[config.mk]
export PLATFORM = sky130hd
export DESIGN_NAME = ptw_flat
export DESIGN_NICKNAME = d
export VERILOG_FILES = /design/src/rtl/ptw_pkg.sv /design/src/rtl/ptw_vsplit.sv /design/src/rtl/ptw_perm.sv /design/src/rtl/ptw_flat.sv
export SDC_FILE = /design/constraint.sdc
export NUM_CORES = 1
export LEC_CHECK = 0
export ABC_AREA = 1
export BUFFER_PORTS_ARGS = -buffer_cell sky130_fd_sc_hd__buf_2
export CORE_MARGIN = 2
export CORE_UTILIZATION = 52
export DETAILED_ROUTE_END_ITERATION = 12
export GPL_ROUTABILITY_DRIVEN = 1
export PLACE_DENSITY = 0.8
export SYNTH_ARGS = -nofsm -noshare
export SYNTH_HDL_FRONTEND = slang
export SYNTH_HIERARCHICAL = 1
export SYNTH_SLANG_ARGS = --single-unit
[constraint.sdc]
create_clock -name clk -period 1.78 [get_ports clk]
set_input_delay 0 -clock clk [delete_from_list [all_inputs] [get_ports clk]]
set_output_delay 0 -clock clk [all_outputs]
set_load 0.01 [all_outputs]
[src/rtl/ptw_pkg.sv]
package ptw_pkg;

    typedef enum logic [1:0] {
        ST_IDLE  = 2'd0,
        ST_ISSUE = 2'd1,
        ST_WAIT  = 2'd2,
        ST_DONE  = 2'd3
    } ptw_state_e;

    typedef enum logic [1:0] {
        FLT_NONE   = 2'b00,
        FLT_ABSENT = 2'b01,
        FLT_PROT   = 2'b10
    } ptw_fault_e;

    // Flag positions above the page number field, relative to its width
    localparam int FLAG_RD  = 0;
    localparam int FLAG_WR  = 1;
    localparam int FLAG_SUP = 2;
    localparam int FLAG_PRS = 3;
    localparam int FLAG_CNT = 4;

endpackage

[src/rtl/ptw_vsplit.sv]
module ptw_vsplit #(
    parameter int VA_W     = 14,
    parameter int PG_OFF_W = 6,
    parameter int MEM_AW   = 10
) (
    input  logic [VA_W-1:0]     va_i,
    input  logic [MEM_AW-1:0]   base_i,
    output logic [PG_OFF_W-1:0] off_o,
    output logic [MEM_AW-1:0]   pte_addr_o
);
    localparam int VPN_W = VA_W - PG_OFF_W;

    logic [VPN_W-1:0] vpn;

    always_comb begin
        vpn        = va_i[VA_W-1:PG_OFF_W];
        off_o      = va_i[PG_OFF_W-1:0];
        // Wraps within the table memory address space
        pte_addr_o = base_i + MEM_AW'(vpn);
    end
endmodule

[src/rtl/ptw_perm.sv]
module ptw_perm
    import ptw_pkg::*;
#(
    parameter int PPN_W = 6,
    localparam int PTE_W = PPN_W + FLAG_CNT
) (
    input  logic [PTE_W-1:0] pte_i,
    input  logic             is_write_i,
    input  logic             is_user_i,
    output ptw_fault_e       fault_o,
    output logic [PPN_W-1:0] ppn_o
);
    logic present, sup_only, can_wr, can_rd;

    always_comb begin
        present  = pte_i[PPN_W + FLAG_PRS];
        sup_only = pte_i[PPN_W + FLAG_SUP];
        can_wr   = pte_i[PPN_W + FLAG_WR];
        can_rd   = pte_i[PPN_W + FLAG_RD];
        ppn_o    = pte_i[PPN_W-1:0];

        // Absence outranks every permission failure
        if (!present)
            fault_o = FLT_ABSENT;
        else if (is_user_i && sup_only)
            fault_o = FLT_PROT;
        else if (is_write_i ? !can_wr : !can_rd)
            fault_o = FLT_PROT;
        else
            fault_o = FLT_NONE;
    end
endmodule

[src/rtl/ptw_flat.sv]
module ptw_flat
    import ptw_pkg::*;
#(
    parameter int VA_W     = 14,
    parameter int PA_W     = 12,
    parameter int PG_OFF_W = 6,
    parameter int MEM_AW   = 10,
    localparam int PPN_W   = PA_W - PG_OFF_W,
    localparam int PTE_W   = PPN_W + FLAG_CNT
) (
    input  logic              clk,
    input  logic              rst_n,
    input  logic              base_we,
    input  logic [MEM_AW-1:0] base_wdata,
    input  logic              req_valid,
    output logic              req_ready,
    input  logic [VA_W-1:0]   req_va,
    input  logic              req_write,
    input  logic              req_user,
    output logic              mem_req_valid,
    input  logic              mem_req_ready,
    output logic [MEM_AW-1:0] mem_req_addr,
    input  logic              mem_rsp_valid,
    input  logic [PTE_W-1:0]  mem_rsp_data,
    output logic              res_valid,
    input  logic              res_ack,
    output logic [PA_W-1:0]   res_pa,
    output logic [1:0]        res_fault
);
    typedef struct packed {
        ptw_state_e        state;
        logic [MEM_AW-1:0] base;
        logic [VA_W-1:0]   va;
        logic              wr;
        logic              user;
        logic [PA_W-1:0]   pa;
        ptw_fault_e        fault;
    } walk_s;

    localparam walk_s WALK_RST = '{
        state: ST_IDLE, base: '0, va: '0, wr: 1'b0,
        user: 1'b0, pa: '0, fault: FLT_NONE
    };

    walk_s walk_d, walk_q;

    logic [PG_OFF_W-1:0] off;
    logic [MEM_AW-1:0]   pte_addr;
    ptw_fault_e          chk_fault;
    logic [PPN_W-1:0]    chk_ppn;

    ptw_vsplit #(
        .VA_W    (VA_W),
        .PG_OFF_W(PG_OFF_W),
        .MEM_AW  (MEM_AW)
    ) u_split (
        .va_i      (walk_q.va),
        .base_i    (walk_q.base),
        .off_o     (off),
        .pte_addr_o(pte_addr)
    );

    ptw_perm #(
        .PPN_W(PPN_W)
    ) u_perm (
        .pte_i     (mem_rsp_data),
        .is_write_i(walk_q.wr),
        .is_user_i (walk_q.user),
        .fault_o   (chk_fault),
        .ppn_o     (chk_ppn)
    );

    always_comb begin
        walk_d = walk_q;
        unique case (walk_q.state)
            ST_IDLE: begin
                if (base_we)
                    walk_d.base = base_wdata;
                if (req_valid) begin
                    walk_d.va    = req_va;
                    walk_d.wr    = req_write;
                    walk_d.user  = req_user;
                    walk_d.state = ST_ISSUE;
                end
            end
            ST_ISSUE: begin
                if (mem_req_ready)
                    walk_d.state = ST_WAIT;
            end
            ST_WAIT: begin
                if (mem_rsp_valid) begin
                    walk_d.fault = chk_fault;
                    walk_d.pa    = (chk_fault == FLT_NONE) ? {chk_ppn, off} : '0;
                    walk_d.state = ST_DONE;
                end
            end
            ST_DONE: begin
                if (res_ack)
                    walk_d.state = ST_IDLE;
            end
            default: walk_d.state = ST_IDLE;
        endcase
    end

    always_ff @(posedge clk or negedge rst_n) begin
        if (!rst_n)
            walk_q <= WALK_RST;
        else
            walk_q <= walk_d;
    end

    always_comb begin
        req_ready     = (walk_q.state == ST_IDLE);
        mem_req_valid = (walk_q.state == ST_ISSUE);
        mem_req_addr  = pte_addr;
        res_valid     = (walk_q.state == ST_DONE);
        res_pa        = walk_q.pa;
        res_fault     = walk_q.fault;
    end
endmodule

==> results of run 1 <==
[area by class of cell]
cell class,count,area share (%)
Multi-Input combinational cell,212,35.5
Sequential cell,42,32.3
Timing Repair Buffer,115,24.2
Inverter,23,2.65
Clock buffer,5,2.12
Tap cell,52,2.00
Clock inverter,3,1.23
[worst reg2reg max path, stage by stage, from the launching register on]
cell	delay [ns]
dfrtp_1	0.42
inv_1	0.12
ha_1	0.22
buf_4	0.21
nand2_1	0.25
nand2_1	0.16
nand2_1	0.07
[kinds of logic (layout without fill, tap and decap cells)]
| kind of cell | after synthesis | count (layout) |
|---|---|---|
| flops | 42 | 42 |
| compound gates | 11 | 11 |
| buf+inv | 59 | 146 |
| xor+xnor | 4 | 4 |
| simple gates | 183 | 183 |
| fa+ha+maj | 14 | 14 |
[worst min path at each step]
stage | slack, ns | from | to | cells past startpoint
after floorplan | -0.30 | rst_n | res_fault[0] | 0
after global placement | -0.01 | rst_n | res_pa[11] | 1
after detailed placement | -0.004 | rst_n | res_pa[11] | 1
after CTS | 0.007 | base_wdata[0] | walk_q[30] | 3
after global routing | -0.002 | base_wdata[0] | walk_q[30] | 3
final | 0.03 | base_wdata[0] | walk_q[30] | 3
[cell usage in the layout, fill, tap and decap left out]
cell	n
o21a_1	1
or2_2	1
ha_1	6
fa_2	1
xor2_1	3
buf_2	69
nand3_2	2
o21ai_0	3
nand2_2	4
xnor2_1	1
dlygate4sd3_1	33
inv_1	20
ha_4	6
a21oi_1	4
bufinv_16	1
buf_12	1
ha_2	1
dfrtp_1	42
a21oi_2	2
nand4_1	3
buf_4	12
or2_1	1
clkbuf_8	5
nor2_4	1
a21boi_2	1
nand2_1	119
nand3_1	44
nor2_2	1
clkinv_2	2
nor2_1	7
inv_2	3
[sequential cells by signal, summed over array words and instances (netlist names)]
register   count
res_pa        12
walk_q        28
res_fault      2
[through the flow]
step                      TNS [ns]  power, mW  cell area [um^2]  hold WS [ns]
after global placement           0       4.23              2650      -0.00958
after CTS                  -0.0433       5.16              3110       0.00652
after detailed placement         0       4.29              2650      -0.00415
final                       -0.272       5.69              3250        0.0261
after floorplan                  0       3.67              2450        -0.296
after global routing        -0.563       6.12              3250      -0.00239
[what timing repair did]
item | CTS | global route
setup endpoints to repair | 5 | 6
hold endpoints to repair | 52 | 0
buffers inserted | 2 | 6
hold buffers | 33 | 0
pin swaps | 1 | 7
resized for setup | 5 | 17
[where the power goes]
part / switching [mW] / total, mW / internal [mW]
registers: 0.342 / 1.71 / 1.37
logic: 1.81 / 3.23 / 1.42
clock network: 0.337 / 0.751 / 0.413
total: 2.49 / 5.69 / 3.20
[layer usage]
layer | share of wire [%] | routed length [um] | track usage, %
met5 | 0 | 0 | 0
met4 | 1.9 | 125 | 8.64
met3 | 7.0 | 451 | 6.91
met2 | 51 | 3280 | 39.8
met1 | 40 | 2620 | 31.6
==> impl_summary.md, run 1 <==
Status
The run finished, with violations left. The checks that failed: setup timing.

Floorplanning
The floorplan step defined a die boundary enclosing between 0.005 and 0.006 mm^2. Once the floorplan was initialized, standard cells occupied between 50% and 60% of the core. The area inside the core boundary is 0.00444 mm^2. In this run the count of I/O pins placed on the die edge is 70.

In this run the horizontal extent of the chip is 72.6 um. Row generation in the floorplan step produced 24 rows. The die boundary height is 72.6 um.

Global routing
The number of antenna violations at the first check in global routing is 0. The via count of the first global-routing pass was about 2200. The total routing usage reported by global routing is 24.5%. The wire length of the first global-routing pass is 9980 um. For this run the aggregate overflow at the end of global routing stands at 0. Entering global routing, the biggest net connects 23 pins.

CTS
Counting the buffers created by CTS gives 5. Clock latency on the worst-skew pair, taken at its later pin, is slightly below 0.3 ns. TritonCTS built the clock tree.

The number of levels in the clock H-tree is 2. The maximum clock insertion buffer count is 2. After clock tree synthesis, the clock-pin slew on the worst setup and hold paths is around 0.08 ns. The master cell of the clock root buffer is clkbuf_8. For this design, the sink count on the clock tree is 42.

Cells and area
The layout overhead on the synthesized area is 32.8%. The total area of multi-input combinational cells is approximately 0.0012 mm^2. The count of nets after finishing is approximately 460. The sequential cells in the finished layout cover a total of 0.00105 mm^2. Of the cells placed in the final design, the portion with a size suffix greater than 1 is 28.2%. Counting the fill cells in the layout gives 329. The diode insertion count for antenna repair is 0. Measured on the finished design, the core utilization comes to 73.2%. For this run, the number of standard cells in the final layout without fillers is 452.

Job
The max-capacitance violation count is 0.

Detailed routing
The number of detailed-route iterations in the first pass is 8. The count of nets left with antenna violations once routing finished came out at 0. The total vias in the final route is 2365. For this run, design rule violations remaining after detail routing come to 0.

The final wirelength is between 6000 and 7000 um. The via density per instance is 5.23. The starting DRC count in detailed routing is 263.

Dividing the detail-routed wire length by the instance count gives 14.3 um.

Yosys
Summing the areas of all fa, ha and maj instances in the mapped netlist gives under 10% of the synthesized area. The number of warnings issued by yosys is 6. Summing the areas of all compound-gate instances in the mapped netlist gives 2.60% of the synthesized area. The synthesized net count is 370. The most common cell in the synthesized netlist is nand2_1. The largest total area in the synthesized netlist belongs to dfrtp_1.

After synthesis, the largest family of logic cells by area is simple AND/OR/NAND/NOR gates. Of all flip-flops after synthesis, the portion carrying an async set or reset was 100%. Yosys mapped a number of flops with a built-in enable equal to 0. Counting every instance in the synthesized netlist gives 313. The proportion of netlist area held by the largest area contributor is 42.9%.

Sequential cells were found to cover 42.9% of the synthesized design area. The post-synth design cell area is 0.00245 mm^2. The portion of synthesized area spent on multiplexers is 0%. In this run, distinct cell masters in the synthesized netlist total 24.

Counting flops and latches in the post-synthesis netlist gives 42. Sorting the synthesized cells by how often they occur yields 122 x nand2_1, 45 x nand3_1, 42 x dfrtp_1. Summing the areas of all and, or, nand and nor instances in the mapped netlist gives 31.5% of the synthesized area. Sorting the synthesized cells by area gives the leading types as dfrtp_1 43%, nand2_1 19%, nand3_1 9.2%, buf_4 8.3%, ha_1 6.6%.

After synthesis, the mean cell area works out to 7.83 um^2. The xor/xnor cell area share of the yosys netlist is 1.43%. In the synthesized netlist the dominant register cell turns out to be dfrtp_1.

Power
The analysis attributes to cell leakage a power of 1.84 nW. Dividing total power by cell area gives a power density of 1750 mW/mm^2. IR analysis of the VDD net gives a maximum drop of between 0.9 and 1 mV.

Placed design
The post-place setup slack is 0.184 ns. The final weighted congestion of routability-driven global placement is approximately 0.8. The wire-length estimate of the detail-placed layout is 3790 um. The count of placed standard cells including taps is 403. The number of buffers added on ports is 69.

Worst setup path
For the worst flop-to-flop path, the logic depth is 6. The most critical setup path has its startpoint at walk_q[22]. In this run the number of cells on the critical path is 8. Walking the worst path, the cells encountered are ha_2 -> inv_2 -> fa_2 -> inv_2 -> nand4_1 -> nand4_1 -> nand2_1 -> buf_2. The worst setup path category is reg2out. For flop-to-flop paths, the worst setup slack is 0.23 ns. The cell with the largest stage delay on the worst path is fa_2. The startpoint identified for the worst register-to-register timing path is walk_q[40]. On the worst path, the slowest cell contributes a delay of 0.40 ns. The capturing point of the worst reg2reg path is walk_q[36]. Among cell families on the critical path, the largest total delay comes from adder cells. The critical-path maximum fanout is 2. The critical path ends at mem_req_addr[6].

The data required time of the critical path is about 1.8 ns. STA puts the critical path data arrival time at between 1.5 and 2 ns. STA classifies the critical path startpoint as a register.

The count of buffering cells on the critical path with inverters included is 3. STA classifies the critical path endpoint as a primary output.

STA
The count of endpoints failing setup in the final report is 3. The max-slew violation total from the final report is 0. The worst setup slack after layout is -0.116 ns. For this run, the top clock speed supported by timing is 527 MHz. In the finished design, the share of the clock period the worst path needs comes to 107%. The number of endpoints with negative hold slack in the final report came to 0.

Clock skew on the completed layout was measured at 0.00530 ns. The post-route minimum period is approximately 1.9 ns. The worst slew margin relative to its limit is 62.8%. At the pin with the least slew margin, the transition time is 0.557 ns. Setup repair after global routing could not meet its margin everywhere.

Hold path
The path type of the worst min-delay path is in2reg.
Power figures use the tool's default switching activity.
==> run 2, diff against run 1 <==
--- a/config.mk
+++ b/config.mk
@@ -7,10 +7,10 @@
 export LEC_CHECK = 0
 export ABC_AREA = 1
 export BUFFER_PORTS_ARGS = -buffer_cell sky130_fd_sc_hd__buf_2
-export CORE_MARGIN = 2
 export CORE_UTILIZATION = 52
 export DETAILED_ROUTE_END_ITERATION = 12
 export GPL_ROUTABILITY_DRIVEN = 1
+export HOLD_SLACK_MARGIN = 0.15
 export PLACE_DENSITY = 0.8
 export SYNTH_ARGS = -nofsm -noshare
 export SYNTH_HDL_FRONTEND = slang
==> impl_summary.md, run 2 (same netlist as run 1, synthesis figures left out) <==
Status
Status: complete, but fails checks (unchanged). Violated checks: DRC, setup timing (was setup timing).

Worst setup path
The critical-path maximum fanout is 2 (unchanged). The startpoint type of the worst setup path is a register (unchanged). The worst setup path category is reg2out (unchanged). The capturing point of the worst reg2reg path is walk_q[14] (was walk_q[36]). The register-to-register setup slack came to 0.19 ns (was 0.23 ns). The endpoint kind of the worst setup timing path is a primary output (unchanged). The cell depth of the worst flop-to-flop path was 5 (was 6). The beginning of the worst register-to-register path is walk_q[40] (unchanged).

The data required time of the critical path was 1.78 ns (about the same). The critical path data arrival time was 1.88 ns (was 1.90 ns).

Detailed routing
The final wirelength came to 6730 um (was 6470 um). The total vias in the final route is 2388 (was 2365). The via density per instance came to 5.19 (was 5.23).

The detailed-route wire length per cell is 14.6 um (was 14.3 um). The number of nets with antenna violations after detailed routing is 0 (unchanged). The starting DRC count in detailed routing was 253 (was 263). The number of detailed-route iterations in the first pass is 8 (unchanged).

The remaining routing DRC violations came to 4 (was 0).

Power
The share of total power consumed by net switching came to 45.0% (was 43.7%). The sequential power share was 30.7% (was 30.1%). The worst voltage drop across the vdd grid was 0.963 mV (was 0.971 mV).

The share of power burned in combinational logic is 57.8% (was 56.7%). The static leakage power was 1.85 nW (was 1.84 nW). The clock network power share is 11.6% (was 13.2%). The cell-internal power is 3.11 mW (was 3.20 mW). The switching power is 2.55 mW (was 2.49 mW). The total chip power is 5.66 mW (was 5.69 mW). The total power density per cell area is 1700 mW/mm^2 (was 1750 mW/mm^2).

Floorplanning
The initial core utilization was 55.1% (unchanged). The area inside the core boundary was 0.00444 mm^2 (unchanged). The number of placement rows came to 24 (unchanged). The count of boundary I/O pins came to 70 (unchanged). The die boundary height is 70.6 um (was 72.6 um). The horizontal extent of the die came to 70.6 um (was 72.6 um). The area of the die was 0.00499 mm^2 (was 0.00528 mm^2).

STA
The worst setup skew after layout is 0.0135 ns (was 0.00530 ns). Setup repair after global routing missed its margin: yes (unchanged). The highest clock rate is 533 MHz (was 527 MHz). The worst setup slack after layout is -0.0967 ns (was -0.116 ns).

The count of endpoints failing setup in the final report is 3 (unchanged). The max-slew violation total from the final report is 0 (unchanged). The part of the cycle the worst path needs is 105% (was 107%). The transition at the pin with the smallest max-transition slack is 0.734 ns (was 0.557 ns). The post-route minimum period is 1.88 ns (was 1.90 ns). The worst slew margin relative to its limit is 51.1% (was 62.8%).

The number of endpoints with negative hold slack in the final report is 0 (unchanged).

Job
The max-capacitance violation count is 0 (unchanged).

Placed design
The estimated wirelength of the detail-placed design was 4010 um (was 3790 um). The final weighted congestion of routability-driven global placement came to 0.829 (was 0.802). The post-place setup slack came to 0.139 ns (was 0.184 ns). The number of buffers added on ports is 69 (unchanged).

CTS
The maximum clock insertion buffer count was 2 (unchanged). The number of levels in the clock H-tree is 2 (unchanged). The CTS tree is built (unchanged). The clock input transition at the sequential cells of the worst setup and hold paths came to 0.09 ns (was 0.08 ns). The total number of clock tree sinks is 42 (unchanged). The insertion delay of the later-clocked pin in the worst-skew pair came to 0.31 ns (was 0.29 ns).

The master cell of the clock root buffer is clkbuf_8 (unchanged). The TritonCTS buffer count is 5 (unchanged).

Global routing
The maximum number of pins on one net before global-route repair is 33 (was 23). The via count of the first global-routing pass is 2321 (was 2196). The residual overflow from global routing was 0 (unchanged). The total routing usage reported by global routing is 25.9% (was 24.5%).

The wire length of the first global-routing pass is 10100 um (was 9980 um). The number of antenna violations at the first check in global routing is 0 (unchanged).

Hold path
The path type of the worst min-delay path is in2reg (unchanged). The capture endpoint of the worst hold path is walk_q[41] (was walk_q[30]). The origin of the worst min-delay path is mem_req_ready (was base_wdata[0]). The worst hold path cell count came to 6 (was 3).

Cells and area
The diode insertion count for antenna repair is 0 (unchanged). The leading cell type in the layout, fill and taps excluded is nand2_1 (unchanged). Commonest non-fill, non-tap cells in the layout: 117 x nand2_1, 68 x buf_2, 44 x nand3_1 (was 119 x nand2_1, 69 x buf_2, 44 x nand3_1). The largest register by flop count is walk_q (unchanged). The layout overhead on the synthesized area was 35.8% (was 32.8%). The share of post-route cells with drive strength above 1 is 28.9% (was 28.2%). The number of flip-flops under the largest register name was 28 (unchanged). The count of nets after finishing is 464 (was 456).
==> run 2: critical path: stages, from the launching register on <==
cell	delay, ns
dfrtp_1	0.36
ha_2	0.19
inv_2	0.04
fa_2	0.35
inv_2	0.08
nand3_2	0.06
nand2_2	0.09
buf_6	0.10
xor2_1	0.14
buf_2	0.16
==> run 2: per-layer routing <==
layer	vias to the layer above	global-route usage, %	wire (um)
li1	1146	-	-
met1	1092	32.7	2660
met2	119	41.9	3360
met3	31	4.56	442
met4	0	15.8	265
met5	-	0	0
==> run 2: worst max-delay path by stage <==
stage	start	to	slack, ns
floorplan	walk_q[22]	mem_req_addr[8]	0.37
finish	walk_q[22]	mem_req_addr[4]	-0.1
CTS	walk_q[30]	mem_req_addr[8]	-0.05
detailed placement	walk_q[22]	mem_req_addr[8]	0.14
global route	walk_q[22]	mem_req_addr[8]	-0.19
global placement	walk_q[22]	mem_req_addr[8]	0.17
==> run 2: repair_timing <==
action,in CTS,in global routing
pin swaps,6,7
endpoints found under the hold margin,70,0
resized for setup,8,23
gates cloned,0,0
hold buffers,41,0
setup endpoints to repair,5,20
buffers inserted,4,3
==> run 2: cell type report <==
type	count	area [um^2]
multi-input combinational	212	1170
fill	317	1120
sequential	42	1050
timing repair buffer	123	861
inverter	23	86.3
clock buffer	5	68.8
tap	52	65.1
clock inverter	3	23.8
==> run 2: power groups by stage <==
stage | Clock (mW) | Sequential, mW | Combinational (mW)
finish | 0.654 | 1.74 | 3.27
global route | 0.707 | 1.77 | 3.62
CTS | 0.660 | 1.64 | 2.87
detailed placement | 0 | 1.65 | 2.65
global placement | 0 | 1.64 | 2.57
floorplan | 0 | 1.58 | 2.09
==> run 2: through the flow <==
step | std cells | hold slack (ns) | cell area, um^2 | setup TNS, ns | util [%]
2_1_floorplan | 313 | -0.296 | 2450 | 0 | -
3_3_place_gp | 405 | 0.0880 | 2650 | 0 | 59.7
3_5_place_dp | 405 | 0.0970 | 2650 | 0 | 59.7
4_1_cts | 458 | 0.304 | 3210 | -0.180 | 72.1
5_1_grt | 460 | 0.212 | 3330 | -0.473 | 74.8
6_report | 460 | 0.134 | 3330 | -0.213 | 74.8
